==> src/rtl/gpio_ioc_port.sv <==
module gpio_ioc_port #(
  parameter int NPINS = 8
) (
  input  logic             clk,
  input  logic             rst_n,
  input  logic             wr_en,
  input  logic             rd_en,
  input  logic [3:0]       addr,
  input  logic [NPINS-1:0] wdata,
  output logic [NPINS-1:0] rdata,
  input  logic [NPINS-1:0] pin_in,
  output logic [NPINS-1:0] pin_out,
  output logic [NPINS-1:0] pin_oe,
  output logic [NPINS-1:0] pu_en,
  output logic [NPINS/8-1:0] int_out,
  output logic [NPINS/8-1:0] int_oe
);
  localparam int NB = NPINS / 8;
  localparam logic [3:0] A_DIR = 4'h0, A_POL = 4'h1, A_IEN = 4'h2, A_REF = 4'h3,
                         A_CTL = 4'h4, A_CFG = 4'h5, A_PUP = 4'h6, A_FLG = 4'h7,
                         A_CAP = 4'h8, A_PRT = 4'h9, A_LAT = 4'hA;

  logic [NPINS-1:0] dir_q, pol_q, ien_q, ref_q, ctl_q, pup_q, lat_q;
  logic [NPINS-1:0] flg_q, cap_q, sy1_q, sy2_q, prv_q;
  logic cfg_pol, cfg_odr, cfg_mir;
  logic [NPINS-1:0] port_v, miss, cfg_rd;
  logic clr_rd;

  assign port_v  = sy2_q ^ pol_q;
  assign miss    = ien_q & ((ctl_q & (sy2_q ^ ref_q)) | (~ctl_q & (sy2_q ^ prv_q)));
  assign clr_rd  = rd_en && (addr == A_PRT || addr == A_CAP);
  assign pin_oe  = ~dir_q;
  assign pin_out = lat_q;
  assign pu_en   = pup_q;
  assign cfg_rd  = {{(NPINS-7){1'b0}}, cfg_mir, 3'b000, cfg_odr, cfg_pol, 1'b0};

  always_ff @(posedge clk or negedge rst_n) begin
    if (!rst_n) begin
      dir_q <= '1; pol_q <= '0; ien_q <= '0; ref_q <= '0; ctl_q <= '0;
      pup_q <= '0; lat_q <= '0;
      cfg_pol <= 1'b0; cfg_odr <= 1'b0; cfg_mir <= 1'b0;
    end else if (wr_en) begin
      case (addr)
        A_DIR: dir_q <= wdata;
        A_POL: pol_q <= wdata;
        A_IEN: ien_q <= wdata;
        A_REF: ref_q <= wdata;
        A_CTL: ctl_q <= wdata;
        A_CFG: begin cfg_pol <= wdata[1]; cfg_odr <= wdata[2]; cfg_mir <= wdata[6]; end
        A_PUP: pup_q <= wdata;
        A_LAT: lat_q <= wdata;
        default: ;
      endcase
    end
  end

  always_ff @(posedge clk or negedge rst_n) begin
    if (!rst_n) begin
      sy1_q <= '0; sy2_q <= '0; prv_q <= '0; flg_q <= '0; cap_q <= '0;
    end else begin
      sy1_q <= pin_in;
      sy2_q <= sy1_q;
      prv_q <= sy2_q;
      if (clr_rd)
        flg_q <= '0;
      else if (flg_q == '0 && miss != '0) begin
        flg_q <= miss;
        cap_q <= port_v;
      end
    end
  end

  always_ff @(posedge clk or negedge rst_n) begin
    if (!rst_n) rdata <= '0;
    else if (rd_en) begin
      case (addr)
        A_DIR: rdata <= dir_q;
        A_POL: rdata <= pol_q;
        A_IEN: rdata <= ien_q;
        A_REF: rdata <= ref_q;
        A_CTL: rdata <= ctl_q;
        A_CFG: rdata <= cfg_rd;
        A_PUP: rdata <= pup_q;
        A_FLG: rdata <= flg_q;
        A_CAP: rdata <= cap_q;
        A_PRT: rdata <= port_v;
        A_LAT: rdata <= lat_q;
        default: rdata <= '0;
      endcase
    end
  end

  for (genvar b = 0; b < NB; b++) begin : g_irq
    logic act;
    if (NB > 1) begin : g_mir
      assign act = cfg_mir ? (flg_q != '0) : (flg_q[b*8 +: 8] != '0);
    end else begin : g_one
      assign act = (flg_q != '0);
    end
    assign int_oe[b]  = cfg_odr ? act : 1'b1;
    assign int_out[b] = cfg_odr ? 1'b0 : (cfg_pol ? act : ~act);
  end

  p_dir_drive_r2: assert property (@(posedge clk) disable iff (!rst_n)
    (wr_en && addr == A_DIR) |=> pin_oe == ~$past(wdata));
  p_lat_drive_r2: assert property (@(posedge clk) disable iff (!rst_n)
    (wr_en && addr == A_LAT) |=> pin_out == $past(wdata));
  p_frozen_r6: assert property (@(posedge clk) disable iff (!rst_n)
    (flg_q != '0 && !clr_rd) |=> ($stable(flg_q) && $stable(cap_q)));
  p_clear_r7: assert property (@(posedge clk) disable iff (!rst_n)
    clr_rd |=> flg_q == '0);
  p_enabled_only_r4: assert property (@(posedge clk) disable iff (!rst_n)
    (flg_q == '0) |=> ((flg_q & ~$past(ien_q)) == '0));
endmodule

==> config.mk <==
export PLATFORM = sky130hd
export DESIGN_NAME = gpio_ioc_port
export DESIGN_NICKNAME = d
export VERILOG_FILES = /design/src/rtl/gpio_ioc_port.sv
export SDC_FILE = /design/constraint.sdc
export NUM_CORES = 1
export LEC_CHECK = 0
export ABC_AREA = 1
export BUFFER_PORTS_ARGS = -buffer_cell sky130_fd_sc_hd__buf_2
export CAP_MARGIN = 30
export CORE_MARGIN = 8
export CORE_UTILIZATION = 50
export CTS_CLUSTER_DIAMETER = 100
export DETAILED_ROUTE_END_ITERATION = 8
export GPL_TIMING_DRIVEN = 0
export PLACE_DENSITY = 0.7
export SYNTH_ARGS = -nofsm -noshare
export SYNTH_HDL_FRONTEND = slang
export SYNTH_SLANG_ARGS = --single-unit
==> constraint.sdc <==
create_clock -name clk -period 1.8 [get_ports clk]
set_input_delay 0.27 -clock clk [delete_from_list [all_inputs] [get_ports clk]]
set_output_delay 0.27 -clock clk [all_outputs]
set_load 0.02 [all_outputs]
* Word level (Yosys, flattened, before mapping)
Index checks and enable logic that the tools add are counted.
Operators by class: muxes and demuxes 6, bitwise gates (word level) 11, equal/unequal tests 10, reduce and logical (&&, ||, !) cells 17
Operators by type and width (number):
- $pmux 8 s11 | 1
- $and 8x8->8 | 3
- $xor 8x8->8 | 3
- $reduce_and 2->1 | 9
- $eq 4x3->1 const B | 4
- $mux 8 | 2
- $not 8->8 | 2
- $reduce_bool 8->1 | 2
- $eq 4x4->1 const B | 3
- $eq 4x2->1 const B | 2
- $logic_not 8->1 | 1
- $or 8x8->8 | 1
- $eq 4x1->1 const B | 1
- $logic_not 4->1 | 1
- $mux 1 | 3
- $logic_and 1x1->1 | 2
- $not 1->1 | 2
- $reduce_bool 2->1 | 1
- $logic_or 1x1->1 | 1
Word-level totals: output and inout port bits 34, bits of input ports 24, word-level logic and storage cells 60, flip-flop bits (word level) 107

* Logic depth before layout (Yosys ltp)
Gate-level depths: netlist of run 1.
word-level depth 8, depth in mapped cells 11, mapped depth without buffers 11

* Worst setup path after synthesis of run 1
No wires, ideal clock.
path kind register to output, start register flg_q[6], end output port int_out, setup slack 0.208 ns, data required time 1.530 ns, path buffers 1, stages on the path, launching flop included 7, data arrival time 1.322 ns, cells stage by stage dfrtp_1 -> inv_1 -> nand3_1 -> nor3_1 -> buf_2 -> xnor2_1 -> nor2_1
On the way: longest elaborated chain between the ends 4
Ends and longest elaborated chain:
- start, declared | RTL line 24 | logic [NPINS-1:0] flg_q, cap_q, sy1_q, sy2_q, prv_q;
- start signal, assigned | RTL line 67 | flg_q <= miss;
- $reduce_bool 8->1 * | RTL line 98 | assign act = (flg_q != '0);
- $not 1->1 | RTL line 101 | assign int_out[b] = cfg_odr ? 1'b0 : (cfg_pol ? act : ~act);
- $mux 1 * (2 in series) | RTL line 101
- end, declared | RTL line 15 | output logic [NPINS/8-1:0] int_out,
Mark *: on every way between the ends. The rest lies on a longest branch, timed or not.

* Final worst setup path of run 1
start register flg_q[2], end output port int_out
Same word-level chain as after synthesis.

==> results.md, run 1 <==
- Root Buffer: clkbuf_8
- Status: finished with violations
- DPL Wire Length: 10.1 mm
- Antenna violations before repair: 0
- Cell count after synthesis: approximately 600
- Worst EP arrival: approximately 1.7 ns
- Cell Rows: 36
- Worst-path clk slew: around 0.11 ns
- Least-Margin Pin Slew: 0.625 ns
- Nature of the critical path endpoint: output port
- Total track usage: 0.215
- Final std cells w/o fill: approximately 820
- Post-route ant nets: 0
- H-tree depth: 3
- Final WS setup: -0.127 ns
- Final hold vios: 0
- Worst Hold Class: in2reg
- Antenna cells: 0
- Vert. Die Dim: ~120 µm
- Final Skew: 0.0120 ns
- Die X: 116 µm
- Vias/cell: approximately 5.3
- Vias: between 4000 and 5000
- Gate power share: 0.362
- Yosys cell types: 29
- Cell count of the worst hold path: 3
- Area delta synth->final: 18.4%
- Slew Limit Fails: 0
- RD Place Congestion: slightly above 0.9
- Placed cells: just under 800
- Period Utilization, post-route: 1.07
- Crit-path max FO: 4
- Critical-path cell list: inv_2, nand3_2, nor3_2, buf_4, xnor2_2, nor2_2, buf_6
- DIE AREA: between 0.01 and 0.015 mm²
- Netlist Area Pre-Place: between 0.004 and 0.005 mm²
- Reg-to-reg slack, setup: approximately 0.10 ns
- Reg power frac: 0.444
- Boundary pin count: 58
- Grt ovf: 0
- Final WL: 13.8 mm
- Synth warn: 0
- NumNets Final: between 700 and 800
- Synth Register Bits: around 110
- RSZ-0062 raised after global routing: true
- P_leak: around 3.1 nW
- Pin count of the biggest net entering global routing: between 70 and 80
- Total CTS buffers: 9
- Drt drc: 0
- Syn_nets: just over 600
- Port bufs: 55
- Failing checks: negative setup slack
- Core area: 0.00973 mm²
- CP max stage delay: ~0.40 ns
- Sequential area share after synthesis: 0.540
- Switch Pwr: roughly 2.8 mW
- Maxcap violations: 0
- Slew headroom: 0.579
- Clk buf depth: 2
- Synthesized area per cell: roughly 8.5 µm²
- Starting Density: 0.511
- PD cells: roughly 1300 mW/mm²
- Layout cells sized above 1: 0.234
- Reg2Reg Depth: 11
- Vias in the first global route: 4219
- First-pass GRT wire length: 22.0 mm
- Minimum hold slack: 0.239 ns
- Iter 0 DRT Violations: 360
- Pwr Total: about 7.4 mW
- Max Fclk: ~520 MHz
- Count of final setup violators: 2
- WL/cell: 16.9 µm
- TritonCTS clock tree: built
- TNS Setup: -0.247 ns
- Int Pwr: around 4.6 mW
- Peak supply drop: around 0.7 mV
- Critical Path RT: 1.53 ns
- Clk Latency, worst-skew pair: roughly 0.39 ns
- Net Sw Frac: 0.380
- Slowest-stage cell, CP: dfrtp_1
- WS Path Type: reg2out
- CP startpoint kind: register
- Clk sinks: approximately 110
- Clock power frac: 0.194
- Crit path time final: between 1.5 and 2 ns
- DRT Pass-1 Iters: 7
==> kinds of logic (layout without fill, tap and decap cells) <==
kind of cell | count (synthesis) | count (layout) | share of synthesized area
compound gates | 88 | 88 | 0.104
xor+xnor | 9 | 9 | 0.0158
buf+inv | 74 | 171 | 0.0661
flops | 107 | 107 | 0.540
simple gates | 308 | 308 | 0.274
==> final timing paths <==
check	start	end
min in group asynchronous	rst_n	sy1_q[1]
max in group asynchronous	rst_n	dir_q[7]
worst max-delay path	flg_q[2]	int_out
worst min-delay path	wdata[0]	pin_out[0]
worst min register to register	sy1_q[3]	sy2_q[3]
worst max register to register	flg_q[2]	cap_q[4]
==> per-stage QoR <==
stage               cell area, µm²   util  worst slack, ns
finish                        5890  0.606           -0.127
global route                  5890  0.606           -0.206
CTS                           5850  0.601           -0.152
detailed placement            5450  0.560          -0.0463
global placement              5420  0.557           -0.746
floorplan                     4980      -            0.208
==> placed cells by master (no fill, tap or decap), types with 9 or more instances in the layout <==
cell           netlist  final
nand4_1             17     17
o21ai_0             52     52
o21ai_2             16     16
inv_2                7     13
nand3_1             42     41
dfrtp_1             99     99
a21oi_1             11     11
buf_2                8     59
clkbuf_8             0      9
inv_1               52     46
nor2_1              19     18
buf_4                1     18
nand2_1            210    208
dlygate4sd3_1        0      9
==> final cells by class <==
type / instances / area, µm²
clock inverters: 6 / 55.1
clock buffers: 10 / 128
inverters: 59 / 221
plain buffers: 15 / 114
fillers: 927 / 3840
flip-flops and latches: 107 / 2690
repair buffers: 81 / 528
multi-input cells: 405 / 1990
well taps: 133 / 166
==> critical path: cells and delay by family (launching register included) <==
family	cells	cell delay, ns
AND/OR/NAND/NOR	3	0.40
buffers and inverters	3	0.41
flip-flops	1	0.40
XOR/XNOR	1	0.07
==> per-layer routing <==
metal  part of all wire  track usage  up-vias
met5                  0            0        -
met4              0.027       0.0856        0
met3              0.061       0.0464       30
met2               0.50        0.358      134
met1               0.42        0.266     2092
li1                   -            -     2070
==> power groups by stage <==
| stage | combinational, mW | sequential [mW] | clock [mW] |
|---|---|---|---|
| floorplan | 1.28 | 3.36 | 0 |
| global placement | 1.99 | 3.30 | 0 |
| detailed placement | 2.04 | 3.32 | 0 |
| CTS | 2.57 | 3.27 | 1.44 |
| global route | 2.93 | 3.35 | 1.53 |
| finish | 2.68 | 3.29 | 1.43 |
==> cell usage after synthesis <==
library cell,instances,area [µm²]
nand3b_1,3,22.5
buf_2,8,40.0
nor2_2,1,6.26
buf_6,5,56.3
nand2_1,210,788
nor2_1,19,71.3
o2bb2ai_1,2,17.5
nand2_4,2,22.5
dfstp_2,8,210
nand4_1,17,106
nand3_1,42,210
xnor2_1,2,17.5
o21ai_2,16,140
clkbuf_1,1,3.75
nor2_4,4,45.0
nand2_2,6,37.5
inv_1,52,195
nand3_2,1,10.0
o21ai_1,4,20.0
a21oi_1,11,55.1
o21ai_0,52,260
nor3_1,1,5.00
inv_2,7,26.3
o211a_1,1,10.0
buf_4,1,7.51
o22ai_1,2,12.5
dfrtp_1,99,2480
xor2_1,7,61.3
nor2_8,2,40.0
==> timing repair <==
item / in CTS / in global routing
pin swaps: 2 / 5
gates cloned: 0 / 0
buffers inserted: 13 / 6
endpoints found under the hold margin: 44 / 0
hold buffers: 9 / 0
endpoints found under the setup margin: 2 / 14
gates resized for setup: 10 / 9
(Power assumes the default switching activity.)
==> run 2, diff against run 1 <==
--- a/config.mk
+++ b/config.mk
@@ -8,6 +8,7 @@
 export ABC_AREA = 1
 export BUFFER_PORTS_ARGS = -buffer_cell sky130_fd_sc_hd__buf_2
 export CAP_MARGIN = 30
+export CORE_ASPECT_RATIO = 0.75
 export CORE_MARGIN = 8
 export CORE_UTILIZATION = 50
 export CTS_CLUSTER_DIAMETER = 100
==> run 2 against run 1 <==
Compared with the run above:
- critical path depth stayed put
- die area is 0.24% higher
- count of clock-buffer cells in the layout fell by 1
- the run still ends with negative setup slack left
- sequential share of layout area rose by 0.097 points
- highest routed layer unchanged
- critical path type unchanged
==> results.md, run 2 (synthesis results as in run 1) <==
- NumNets Final: 689 (-1.9%)
- Pin count of the biggest net entering global routing: 57 (-21%)
- P_leak: 3.09 nW (-0.26%)
- Slowest-stage cell, CP: dfrtp_1
- Crit path time final: 1.85 ns (-0.0741 ns)
- Drt drc: 0 (unchanged)
- Starting Density: 0.515 (+0.00378)
- Crit Reg-Reg Endpoint: cap_q[6]
- Cell Rows: 31 (-14%)
- Maxcap violations: 0 (unchanged)
- Reg-to-reg slack, setup: 0.17 ns (+0.07 ns)
- WL/cell: 17.5 µm (+3.3%)
- Critical-path cell list: inv_2, nand4_1, nor3_4, buf_6, xnor2_2, nor2_1, buf_4
- Clk Latency, worst-skew pair: 0.35 ns (-0.04 ns)
- Grt ovf: 0 (unchanged)
- Least-Margin Pin Slew: 0.658 ns (+0.0327 ns)
- Period Utilization, post-route: 1.03 (-0.0412)
- Clk buf depth: 2 (unchanged)
- DPL Wire Length: 10.4 mm (+2.7%)
- H-tree depth: 3 (unchanged)
- Vias in the first global route: 4182 (-0.88%)
- Pwr Total: 7.64 mW (+3.1%)
- Final std cells w/o fill: 802 (-1.7%)
- WS Path Type: reg2out
- Max Fclk: 540 MHz (+4.0%)
- Count of final setup violators: 2 (unchanged)
- Peak supply drop: 0.722 mV (+3.8%)
- RD Place Congestion: 0.964 (+6.4%)
- CP max stage delay: 0.40 ns (about the same)
- Vias/cell: 5.43 (+2.4%)
- Antenna violations before repair: 0 (unchanged)
- Sum of buffers and inverters on the critical path: 3 (unchanged)
- Total track usage: 0.211 (-0.00421)
- Worst Hold Launch: pin_in[7]
- Vert. Die Dim: 102 µm (-12%)
- Final WS setup: -0.0532 ns (+0.0741 ns)
- Final hold vios: 0 (unchanged)
- Status: finished with violations
- DIE AREA: 0.0134 mm² (+0.24%)
- Port bufs: 55 (unchanged)
- TritonCTS clock tree: built
- Antenna cells: 0 (unchanged)
- Crit-path max FO: 3 (-1)
- Worst-path clk slew: 0.08 ns (-0.03 ns)
- Most common cell after layout, fill and taps aside: nand2_1
- Worst R2R Start: ctl_q[7]
- Critical Path RT: 1.53 ns (about the same)
- Clk sinks: 107 (unchanged)
- Reg2Reg Depth: 11 (unchanged)
- Worst Hold Path EP: sy1_q[7]
- Layout cells sized above 1: 0.228 (-0.00590)
- Boundary pin count: 58 (unchanged)
- Failing checks: negative setup slack
- Worst EP arrival: 1.58 ns (-0.08 ns)
- Most frequent cells in the layout: 210 x nand2_1, 99 x dfrtp_1, 59 x buf_2
- RSZ-0062 raised after global routing: true
- Final Skew: 0.00748 ns (-0.00456 ns)
- Total CTS buffers: 9 (unchanged)
- Post-route ant nets: 0 (unchanged)
- Core area: 0.00966 mm² (-0.73%)
- Worst Hold Class: in2reg
- Cell count of the worst hold path: 1 (-2)
- Top Family by Delay on Critical Path: flip-flops
- DRT Pass-1 Iters: 6 (-1)
- Placed cells: 774 (-0.13%)
- Slew Limit Fails: 0 (unchanged)
- Nature of the critical path endpoint: output port
- Final WL: 14.0 mm (+1.5%)
- First-pass GRT wire length: 22.1 mm (+0.28%)
- PD cells: 1300 mW/mm² (+3.4%)
- CP startpoint kind: register
- Critical Path Stages: 7 (unchanged)
- Vias: 4352 (+0.60%)
- Iter 0 DRT Violations: 498 (+38%)
- Root Buffer: clkbuf_16
- Slew headroom: 0.562 (-0.0174)
- Die X: 131 µm (+13%)
- Area delta synth->final: 18.2%
run 2: cell count changes in the layout (fill, tap and decap cells not counted), sizes merged:
cell,before,now
inv,63,62
clkinv,0,2
clkbuf,11,10
dlygate4sd3,9,1
buf,86,81
run 2: timing repair:
action,CTS,global route
setup buffers,3,8
endpoints found under the setup margin,2,7
hold buffers,1,0
pin swaps,3,3
gates resized for setup,10,8
endpoints found under the hold margin,51,0
run 2: power breakdown:
part | switching [mW] | leakage (nW) | total, mW | internal [mW]
Sequential | 0.386 | 1.32 | 3.31 | 2.92
Clock | 0.922 | 0.135 | 1.88 | 0.963
Combinational | 1.48 | 1.63 | 2.44 | 0.960
Total | 2.79 | 3.09 | 7.64 | 4.84
run 2: stage by stage:
| stage | cell area [µm²] | hold slack, ns | worst slack, ns | TNS (ns) | util |
|---|---|---|---|---|---|
| after detailed placement | 5450 | 0.336 | -0.0285 | -0.0390 | 0.564 |
| after global placement | 5420 | 0.333 | -0.727 | -72.38 | 0.561 |
| after CTS | 5800 | 0.00968 | -0.104 | -0.170 | 0.601 |
| after global routing | 5880 | 0.0113 | -0.128 | -0.216 | 0.609 |
| after floorplan | 4980 | -0.0256 | 0.208 | 0 | - |
| final | 5880 | 0.0180 | -0.0532 | -0.0647 | 0.609 |
run 2: area by class of cell:
type,count,area (µm²)
Multi-Input combinational cell,405,1990
Buffer,15,121
Fill cell,874,3780
Sequential cell,107,2690
Inverter,59,221
Clock buffer,9,225
Clock inverter,7,61.3
Timing Repair Buffer,68,407
Tap cell,132,165
run 2: per-layer routing:
layer  up-vias  global-route usage  routed length [µm]
li1       2044                   -                   -
met1      2083               0.288                6560
met2       191               0.320                5970
met3        34              0.0550                1090
met4         0              0.0738                 376
met5         -                   0                   0
run 2: how the worst max path moves through the flow:
stage	start	to	slack (ns)
2_1_floorplan	flg_q[6]	int_out	0.21
3_3_place_gp	rst_n	sy1_q[5]	-0.73
3_5_place_dp	addr[0]	rdata[1]	-0.03
4_1_cts	flg_q[4]	int_out	-0.10
5_1_grt	flg_q[7]	int_out	-0.13
6_report	flg_q[7]	int_out	-0.05
